[src/rtl/pci_window_regs.sv]
module pci_window_regs #(
  parameter int NWIN   = 4,
  parameter int ADDR_W = 12
) (
  input  logic                 clk,
  input  logic                 rst_n,
  input  logic                 req_valid,
  input  logic                 req_write,
  input  logic [ADDR_W-1:0]    req_addr,
  input  logic [1:0]           req_size,
  input  logic [63:0]          req_wdata,
  output logic                 rsp_valid,
  output logic                 rsp_err,
  output logic [63:0]          rsp_rdata,
  output logic [64*NWIN-1:0]   win_base_o,
  output logic [64*NWIN-1:0]   win_mask_o,
  output logic [64*NWIN-1:0]   win_xlat_o,
  output logic [63:0]          ctrl_o
);

  localparam int IDX_CTRL  = 3*NWIN;
  localparam int IDX_PERR  = 3*NWIN + 3;
  localparam int IDX_PMASK = 3*NWIN + 4;
  localparam int IDX_INVAL = 3*NWIN + 7;
  localparam logic [63:0] CTRL_RST = (64'd1 << 20) | (64'd1 << 32) | (64'd2 << 36);

  logic [63:0] base_q [NWIN];
  logic [63:0] mask_q [NWIN];
  logic [63:0] xlat_q [NWIN];
  logic [63:0] ctrl_q;

  logic [ADDR_W-1:0] idx;
  logic [NWIN-1:0]   sel_base, sel_mask, sel_xlat;
  logic              sel_ctrl, dec_ok, acc_ok, do_wr;
  logic [63:0]       dec_rdata;

  assign idx = req_addr >> 6;

  always_comb begin
    sel_base  = '0;
    sel_mask  = '0;
    sel_xlat  = '0;
    sel_ctrl  = 1'b0;
    dec_ok    = 1'b0;
    dec_rdata = '0;
    for (int i = 0; i < NWIN; i++) begin
      if (idx == ADDR_W'(i)) begin
        sel_base[i] = 1'b1; dec_ok = 1'b1; dec_rdata = base_q[i];
      end
      if (idx == ADDR_W'(i + NWIN)) begin
        sel_mask[i] = 1'b1; dec_ok = 1'b1; dec_rdata = mask_q[i];
      end
      if (idx == ADDR_W'(i + 2*NWIN)) begin
        sel_xlat[i] = 1'b1; dec_ok = 1'b1; dec_rdata = xlat_q[i];
      end
    end
    if (idx == ADDR_W'(IDX_CTRL)) begin
      sel_ctrl = 1'b1; dec_ok = 1'b1; dec_rdata = ctrl_q;
    end
    if (idx == ADDR_W'(IDX_PERR))  dec_ok = 1'b1;
    if (idx == ADDR_W'(IDX_PMASK)) dec_ok = !req_write;
    if (idx == ADDR_W'(IDX_INVAL)) dec_ok = 1'b1;
  end

  assign acc_ok = (req_size == 2'd3) && dec_ok;
  assign do_wr  = req_valid && req_write && acc_ok;

  always_ff @(posedge clk) begin
    if (!rst_n) begin
      for (int i = 0; i < NWIN; i++) begin
        base_q[i] <= '0;
        mask_q[i] <= '0;
        xlat_q[i] <= '0;
      end
      ctrl_q <= CTRL_RST;
    end else if (do_wr) begin
      for (int i = 0; i < NWIN; i++) begin
        if (sel_base[i]) base_q[i] <= req_wdata;
        if (sel_mask[i]) mask_q[i] <= req_wdata;
        if (sel_xlat[i]) xlat_q[i] <= req_wdata;
      end
      if (sel_ctrl) ctrl_q <= req_wdata;
    end
  end

  always_ff @(posedge clk) begin
    if (!rst_n) begin
      rsp_valid <= 1'b0;
      rsp_err   <= 1'b0;
      rsp_rdata <= '0;
    end else begin
      rsp_valid <= req_valid;
      rsp_err   <= req_valid && !acc_ok;
      rsp_rdata <= (req_valid && !req_write && acc_ok) ? dec_rdata : '0;
    end
  end

  for (genvar g = 0; g < NWIN; g++) begin : g_export
    assign win_base_o[64*g +: 64] = base_q[g];
    assign win_mask_o[64*g +: 64] = mask_q[g];
    assign win_xlat_o[64*g +: 64] = xlat_q[g];
  end
  assign ctrl_o = ctrl_q;

  AST_NARROW_FLAGGED: assert property (@(posedge clk) disable iff (!rst_n)
    req_valid && req_size != 2'd3 |=> rsp_valid && rsp_err && rsp_rdata == '0);
  AST_NARROW_NO_UPDATE: assert property (@(posedge clk) disable iff (!rst_n)
    req_valid && req_size != 2'd3 |=> $stable(ctrl_o) && $stable(win_base_o)
      && $stable(win_mask_o) && $stable(win_xlat_o));
  AST_NO_WRITE_NO_UPDATE: assert property (@(posedge clk) disable iff (!rst_n)
    !(req_valid && req_write) |=> $stable(ctrl_o) && $stable(win_base_o)
      && $stable(win_mask_o) && $stable(win_xlat_o));
  AST_CTRL_WRITE: assert property (@(posedge clk) disable iff (!rst_n)
    req_valid && req_write && req_size == 2'd3 && (req_addr >> 6) == ADDR_W'(IDX_CTRL)
      |=> ctrl_o == $past(req_wdata));
  AST_PMASK_WRITE_ERR: assert property (@(posedge clk) disable iff (!rst_n)
    req_valid && req_write && (req_addr >> 6) == ADDR_W'(IDX_PMASK) |=> rsp_err);
  AST_RSP_AFTER_REQ: assert property (@(posedge clk) disable iff (!rst_n)
    req_valid |=> rsp_valid);
  AST_NO_SPURIOUS_RSP: assert property (@(posedge clk) disable iff (!rst_n)
    !req_valid |=> !rsp_valid && !rsp_err);
  AST_ERR_DATA_ZERO: assert property (@(posedge clk) disable iff (!rst_n)
    rsp_err |-> rsp_rdata == '0);

endmodule

[config.mk]
export PLATFORM = sky130hd
export DESIGN_NAME = pci_window_regs
export DESIGN_NICKNAME = d
export VERILOG_FILES = /design/src/rtl/pci_window_regs.sv
export SDC_FILE = /design/constraint.sdc
export NUM_CORES = 1
export LEC_CHECK = 0
export CELL_PAD_IN_SITES_DETAIL_PLACEMENT = 1
export CELL_PAD_IN_SITES_GLOBAL_PLACEMENT = 2
export CORE_AREA = 2 2 377 379
export CTS_CLUSTER_DIAMETER = 120
export DETAILED_ROUTE_END_ITERATION = 8
export DIE_AREA = 0 0 379 381
export GPL_ROUTABILITY_DRIVEN = 1
export HOLD_SLACK_MARGIN = 0.15
export MAX_ROUTING_LAYER = met4
export PLACE_DENSITY_LB_ADDON = 0.1
export SLEW_MARGIN = 40
export SYNTH_ARGS = -nofsm -noshare
export SYNTH_HDL_FRONTEND = slang
export SYNTH_SLANG_ARGS = --single-unit
[constraint.sdc]
create_clock -name clk -period 14 [get_ports clk]
set_clock_uncertainty 0.15 [all_clocks]
set_input_delay 4.2 -clock clk [delete_from_list [all_inputs] [get_ports clk]]
set_output_delay 4.2 -clock clk [all_outputs]
set_load 0.005 [all_outputs]
### Word level (Yosys, flattened, before mapping)

Memories as Yosys holds them, arrays and structs flattened.
Index checks and enable logic that the tools add are counted.
Widths: inputs -> output; s select.

| word-level totals | value |
|---|---|
| memory bits (writable) | 768 |
| register bits | 130 |
| memories | 3 |

Memory list:

| memory | words | width | rd ports | clocked after memory_dff | write ports | line | source |
|---|---|---|---|---|---|---|---|
| base_q | 4 | 64 | 4 | 0 | 4 | 27 | `logic [63:0] base_q [NWIN];` |
| mask_q | 4 | 64 | 4 | 0 | 4 | 28 | `logic [63:0] mask_q [NWIN];` |
| xlat_q | 4 | 64 | 4 | 0 | 4 | 29 | `logic [63:0] xlat_q [NWIN];` |

| operators by class | value |
|---|---|
| eq/ne operators | 16 |
| reduce and logical (&&, ||, !) cells | 11 |
| mux-type cells | 102 |
| bitwise logic cells | 12 |

Operator list:

| operator | number |
|---|---|
| $mux 64 | 25 |
| $mux 1 | 77 |
| $eq 6x4->1 const B | 6 |
| $eq 6x3->1 const B | 4 |
| $eq 6x2->1 const B | 2 |
| $eq 6x5->1 const B | 2 |
| $logic_not 12->1 | 1 |
| $or 1x1->1 | 12 |
| $eq 6x1->1 const B | 1 |
| $logic_and 1x1->1 | 6 |
| $reduce_and 2->1 | 2 |
| $eq 2x2->1 const B | 1 |
| $logic_not 1->1 | 2 |

### Longest topological paths before layout

Gate-level depths: netlist of the first run.

| logic depth | value |
|---|---|
| word-level depth | 23 |
| mapped depth | 10 |
| gate-level depth less buffers | 6 |

### Least setup slack after synthesis of the first run

OpenSTA, ideal clock, no wires.

| timing | value |
|---|---|
| path type | input to register |
| start point | in req_addr[10] |
| end point | mem mask_q[2][0] (enable) |
| required time | 13.275 ns |
| arrival | 10.084 ns |
| cell stages on the path | 6 |
| path slack | 3.191 ns |
| path through | buf_4 -> nor4b_2 -> nand2_1 -> clkbuf_1 -> clkbuf_1 -> o21ai_0 |

RTL lines:

| what | line | source |
|---|---|---|
| from (decl) | 9 | `input logic [ADDR_W-1:0] req_addr,` |
| to (decl) | 28 |  |

### Final worst setup path of the first run

| timing | value |
|---|---|
| start point | in req_addr[9] |
| end point | reg rsp_rdata[24] |

| on the way | value |
|---|---|
| longest elaborated chain between the ends | 20 |

RTL lines:

| what | line | source |
|---|---|---|
| $logic_not 12->1 | 47 | `if (idx == ADDR_W'(i)) begin` |
| $mux 1 | 47 |  |
| $mux 1 | 50 | `if (idx == ADDR_W'(i + NWIN)) begin` |
| $mux 1 | 53 | `if (idx == ADDR_W'(i + 2*NWIN)) begin` |
| $mux 1 | 47 |  |
| $mux 1 | 50 |  |
| $mux 1 | 53 |  |
| $mux 1 | 47 |  |
| [... 4 more ...] | -- |  |
| $mux 1 | 53 |  |
| $mux 1 | 57 | `if (idx == ADDR_W'(IDX_CTRL)) begin` |
| $mux 1 | 60 | `if (idx == ADDR_W'(IDX_PERR)) dec_ok = 1'b1;` |
| $mux 1 | 61 | `if (idx == ADDR_W'(IDX_PMASK)) dec_ok = !req_write;` |
| $mux 1 | 62 | `if (idx == ADDR_W'(IDX_INVAL)) dec_ok = 1'b1;` |
| $logic_and 1x1->1 | 65 | `assign acc_ok = (req_size == 2'd3) && dec_ok;` |
| $logic_and 1x1->1 | 94 | `rsp_rdata <= (req_valid && !req_write && acc_ok) ? dec_rdata : '0;` |
| $reduce_and 2->1 (no source line) | -- |  |
| to (signal assigned) | 94 |  |
| to (decl) | 14 | `output logic [63:0] rsp_rdata,` |

Parallel ways exist; a longest one is shown, timed or not.
A chain may end at the register's enable or synchronous reset.

==> results.cfg, run 1 <==
[status]
status = complete, no violations

[synth]
ys.flop_type = edfxtp_1
synth_seq_cells = 898
synth_cells = 3115
yosys_warnings = 0
netlist_area_um2 = 38500
syn-num-nets = 3197
synthArstFlopShare_pct = 0
postSynthAreaPerCell_um2 = 12.4
ys_types = 61
synth_edf_count = 768
ys_seq_area_share_pct = 66.7

[clock_network]
clk_path_buf_depth = 3
cts_max_level = 3
insertion_delay_ns = 0.73
cts.clk_slew.worst_paths_ns = 0.06
cts_buffers = 112
clkSinkCount = 898
cts-root-buf = clkbuf_16
cts_tree = yes
post_cts_buffers = 0
cts_hold_buf = 0
cts_resized = 0

[floorplanning]
die_x_um = 379
pin_count = 980
die_area_um2 = 144000
die_height_um = 381
core_area_um2 = 141000
initial_core_util_pct = 27.4
rows = 138

[sta]
final.min_clock_period_ns = 7.87
final-setup-viol-count = 0
rsz0062_at_grt = no
max_freq_ghz = 0.127
setup_tns_ns = 0
whs_ns = 0.325
relSlewSlack_pct = 38.3
hold_viol = 0
worst_slew_pin_slew_ns = 0.926
drv_slew = 0
timing.final.crit_share_pct = 56.2

[hold_path]
holdCritPathClass = register to register
worstHoldPathCells = 2

[setup_path]
path_class = input pin to register
reg2reg_depth = 5
worstSetupEndpointType = register
required_ns = 14.41
arrival_ns = 8.28
cp_max_fo = 41
startpoint_type = input pin

[job]
maxCapViolations = 0

[global_route]
gr-total-overflow = 0
grt_pass1_vias = 31700
grt_pass1_wl_mm = 306
antenna_found_initial = 26
grtUsageTotal_pct = 32.4
grt_max_degree = 52

[place]
routabilityCongestion = 0.815
port_buffers = 973
place_inst = 5792
hpwl_mm = 150

[final_layout]
nets = 4099
seq_area_um2 = 25700
multi_input_area_um2 = 12100
fillers = 14900
fin_cells = 6015
syn2layout_area_growth_pct = 41.4
drive_gt1_share_pct = 8.12

[power]
pwr-share-comb_pct = 9.0
internal_power_w = 0.00487
swShare_pct = 25.1
p_per_area_nw_per_um2 = 119
p_switching_w = 0.00163
clkPwrFrac_pct = 43.4
sequentialPowerShare_pct = 47.7
power_leakage_nw = 18.8
ir_worst_vdd_mv = 0.100

[drt]
routedWlPerCell_um = 38.7
drt.antenna.violating_nets = 0
wl_mm = 233
vias = 31900
drc = 0
firstDrtPassIters = 8
viasPerCell = 5.31
drt_iter0_markers = 3329
==> path summary, 6_finish.rpt <==
check                      from            end  slack [ns]
setup / recovery    req_addr[9]  rsp_rdata[24]        6.13
hold / removal       ctrl_o[55]     ctrl_o[55]        0.32
setup reg to reg  xlat_q[0][10]  rsp_rdata[10]       11.70
hold reg to reg      ctrl_o[55]     ctrl_o[55]        0.32
==> registers in the layout, summed over array words and instances, names as in the netlist <==
name       cells
base_q       256
mask_q       256
xlat_q       256
ctrl_o        64
rsp_rdata     64
rsp_err        1
rsp_valid      1
==> layer usage <==
layer / wire (µm) / GRT usage, % / vias up
li1: - / - / 13200
met1: 92600 / 39.3 / 17000
met2: 114000 / 53.2 / 1512
met3: 20300 / 8.35 / 263
met4: 6360 / 8.72 / 0
met5: 0 / - / -
==> synth_stat cells, types with 8 or more instances <==
library cell,number,area share (%)
and2_1,775,13
edfxtp_1,768,60
clkbuf_1,235,2.3
nand2_1,227,2.2
a21oi_1,170,2.2
a22oi_1,157,3.1
dfxtp_1,130,6.8
nor2_1,94,0.92
o21ai_0,64,0.83
o22ai_1,55,0.89
nand3_1,44,0.57
buf_2,37,0.48
nor3_1,34,0.44
mux2i_1,32,0.83
o221ai_1,29,0.66
a222oi_1,24,0.62
a221oi_1,20,0.46
nand3b_1,18,0.35
or3_1,17,0.28
a31oi_1,16,0.26
nor2_2,16,0.26
o2bb2ai_1,16,0.36
a311oi_1,12,0.27
buf_1,11,0.11
a211oi_1,10,0.20
a21o_1,9,0.18
nand4_1,8,0.13
o211ai_1,8,0.16
==> worst max-delay path, stage by stage <==
cell and delay, ns:
buf_4 0.35, buf_4 0.65, or4b_1 0.71, nor2_4 0.74, buf_4 0.56, a221oi_1 0.20
a21oi_1 0.19, o21ai_1 0.12, a211oi_1 0.47
==> kinds of logic after synthesis <==
group	after synthesis	synth area share (%)
XOR/XNOR	1	0.0228
flip-flops	898	66.7
AND/OR/NAND/NOR	1262	18.3
buffers and inverters	292	3.03
multiplexers	32	0.832
AO/OA/AOI/OAI	630	11.1
==> cells in the final DEF, fill, tap and decap left out, types with 7 or more instances in the layout <==
master | netlist | routed
clkbuf_8 | 0 | 14
a21oi_1 | 170 | 170
o22ai_1 | 55 | 55
clkinv_2 | 0 | 23
clkbuf_1 | 235 | 34
clkinv_1 | 0 | 16
and2_1 | 775 | 775
nand4_1 | 8 | 8
o21ai_0 | 64 | 52
edfxtp_1 | 768 | 768
o211ai_1 | 8 | 8
clkdlybuf4s50_1 | 0 | 968
a22oi_1 | 157 | 157
o21ai_4 | 0 | 13
o2bb2ai_1 | 16 | 16
o221ai_1 | 29 | 29
nor3_1 | 34 | 32
buf_8 | 0 | 7
nor2_1 | 94 | 84
mux2i_1 | 32 | 32
a21o_1 | 9 | 9
buf_4 | 2 | 73
a31oi_1 | 16 | 16
clkbuf_16 | 0 | 113
nand2_1 | 227 | 220
nand3b_1 | 18 | 18
a311oi_1 | 12 | 12
a222oi_1 | 24 | 24
diode_2 | 0 | 13
dfxtp_1 | 130 | 130
a221oi_1 | 20 | 20
or3_1 | 17 | 16
nand3_1 | 44 | 41
a211oi_1 | 10 | 10
nor2_4 | 0 | 25
buf_16 | 0 | 7
buf_6 | 2 | 15
==> area by class of cell <==
type,instances,area share (%)
Sequential cell,898,47.2
Multi-Input combinational cell,1925,22.2
Timing Repair Buffer,1075,19.8
Clock buffer,161,5.78
Tap cell,1890,4.35
Clock inverter,48,0.602
Antenna cell,13,0.0598
Inverter,5,0.0391
==> power groups by stage <==
stage	registers (W)	clock network [W]	logic, W
6_report	0.00310	0.00282	0.000583
2_1_floorplan	0.00316	0	0.000111
5_1_grt	0.00311	0.00295	0.000600
4_1_cts	0.00310	0.00286	0.000588
3_5_place_dp	0.00315	0	0.000586
3_3_place_gp	0.00315	0	0.000582
==> through the flow <==
step,instance area [µm²],utilization (%),setup slack (ns),power [W]
floorplan,38500,-,3.19,0.00327
global placement,50500,35.9,4.92,0.00373
detailed placement,50900,36.2,5.26,0.00374
CTS,54400,38.7,6.03,0.00654
global route,54400,38.7,6.03,0.00666
finish,54400,38.7,6.13,0.00650
(Power assumes the default switching activity.)
==> run 2: changes to the inputs <==
- CORE_AREA: 2 2 377 379 -> 2 2 379 381
- DIE_AREA: 0 0 379 381 -> 0 0 381 383
- clock period: 14 -> 7.1 ns (I/O delays scaled with it)
==> run 2 against run 1 <==
Compared with the run above:
- critical path depth is 3 lower
- cell count is 0.81% higher
- via count is 0.40% higher
- total power is 100% higher
- non-clock buffer count is 35 higher
- worst hold slack better by 0.0034 ns
- wire length is 0.92% higher
- design area is 0.95% higher
- first-iteration DRC count is 6.9% lower
- critical path type unchanged
- critical endpoint is now xlat_q[2][53]
- largest cell class unchanged
- largest power group unchanged
==> results.cfg, run 2 (synthesis gave the netlist of run 1 again) <==
[drt]
drt.antenna.violating_nets = 0
firstDrtPassIters = 6
drt_iter0_markers = 3098
vias = 32100
drc = 0
wl_mm = 235
routedWlPerCell_um = 38.8
viasPerCell = 5.29

[hold_path]
holdCritPathClass = register to register

[global_route]
grt_max_degree = 47
grt_pass1_wl_mm = 308
antenna_found_initial = 19
grt_pass1_vias = 32100
grtUsageTotal_pct = 32.1
gr-total-overflow = 0

[setup_path]
cp_top_family = simple AND/OR/NAND/NOR gates
reg2reg_depth = 6
cp.depth = 6
cp_max_fo = 31
timing.critical_path.buf_inv = 2
cpPeakStageDelay_ns = 0.78
critical_path.endpoint = xlat_q[2][53]
worstSetupEndpointType = register
crit_start = req_addr[10]
r2r-end = rsp_rdata[24]
startpoint_type = input pin
slowest_stage = nor4b_1
ff2ff_setup_slack_ns = 4.92
path_class = input pin to register
arrival_ns = 5.80
crit_path_cell_trace = clkdlybuf4s50_1, nor4b_1, nand2_2, nor2_4, buf_4, and2_1
r2r-start = base_q[0][24]
required_ns = 7.54

[sta]
hold_viol = 0
setup_tns_ns = 0
worst_slew_pin_slew_ns = 0.916
timing.final.crit_share_pct = 75.6
whs_ns = 0.328
final.min_clock_period_ns = 5.37
final-setup-viol-count = 0
rsz0062_at_grt = no
drv_slew = 0
relSlewSlack_pct = 38.9
max_freq_ghz = 0.186

[clock_network]
cts-root-buf = clkbuf_16
clk_path_buf_depth = 3
clkSinkCount = 898
post_cts_buffers = 0
cts.clk_slew.worst_paths_ns = 0.06
cts_hold_buf = 0
cts_resized = 0
cts_tree = yes
insertion_delay_ns = 0.72
cts_max_level = 3
cts_buffers = 109

[place]
routabilityCongestion = 0.834
place_area_um2 = 51300
port_buffers = 973
hpwl_mm = 156

[status]
status = complete, no violations

[job]
maxCapViolations = 0

[floorplanning]
pin_count = 980
core_area_um2 = 142000
die_x_um = 381
die_height_um = 383
initial_core_util_pct = 27.1
rows = 139
die_area_um2 = 146000

[power]
p_per_area_nw_per_um2 = 237
p_total_w = 0.0130
power_leakage_nw = 19.0
ir_worst_vdd_mv = 0.187

[final_layout]
final_cell_mix = clkdlybuf4s50_1, and2_1, edfxtp_1
drive_gt1_share_pct = 8.66
biggestRegsByFlops = base_q (256), mask_q (256), xlat_q (256)
design_area_um2 = 54900
final_common_cell = clkdlybuf4s50_1
nets = 4131
syn2layout_area_growth_pct = 42.7
fillers = 15200
-- run 2: cell type report --
type | instances | area (µm²) | share of cell area (%)
antenna | 16 | 40.0 | 0.0729
clock buffer | 169 | 3110 | 5.67
clock inverter | 38 | 513 | 0.934
inverter | 5 | 21.3 | 0.0387
multi-input combinational | 1925 | 12100 | 22.0
sequential | 898 | 25700 | 46.7
tap | 1903 | 2380 | 4.33
timing repair buffer | 1110 | 11100 | 20.3
-- run 2: stage by stage --
stage | setup slack [ns] | util [%] | std cells
2_1_floorplan | -1.21 | - | 3115
3_3_place_gp | 0.993 | 35.9 | 5831
3_5_place_dp | 0.996 | 36.0 | 5841
4_1_cts | 1.76 | 38.6 | 6048
5_1_grt | 1.62 | 38.6 | 6051
6_report | 1.73 | 38.6 | 6064
-- run 2: per-layer routing --
| metal | GRT usage, % | wire length, µm |
|---|---|---|
| met1 | 39.0 | 95200 |
| met3 | 8.04 | 18600 |
| met2 | 52.0 | 112000 |
| met5 | - | 0 |
| met4 | 11.2 | 8830 |
-- run 2: worst min path at each step --
stage	from	end	depth (start not counted)
detailed placement	ctrl_o[34]	ctrl_o[34]	2
global placement	ctrl_o[26]	ctrl_o[26]	2
CTS	ctrl_o[34]	ctrl_o[34]	2
global route	ctrl_o[2]	ctrl_o[2]	2
finish	ctrl_o[34]	ctrl_o[34]	2
floorplan	ctrl_o[10]	ctrl_o[10]	2
-- run 2: power by group --
part | switching, W | internal, W | total [W]
clock network | 0.00241 | 0.00335 | 0.00575
registers | 0.000169 | 0.00595 | 0.00612
logic | 0.000661 | 0.000499 | 0.00116
-- run 2: worst register-to-register path, cell delays in order (launching register included) --
cell and delay [ns]:
edfxtp_1 0.43, mux2i_1 0.44, nor3_1 0.09, o221ai_1 0.37, a21oi_1 0.12, o21ai_1 0.31
a211oi_1 0.13
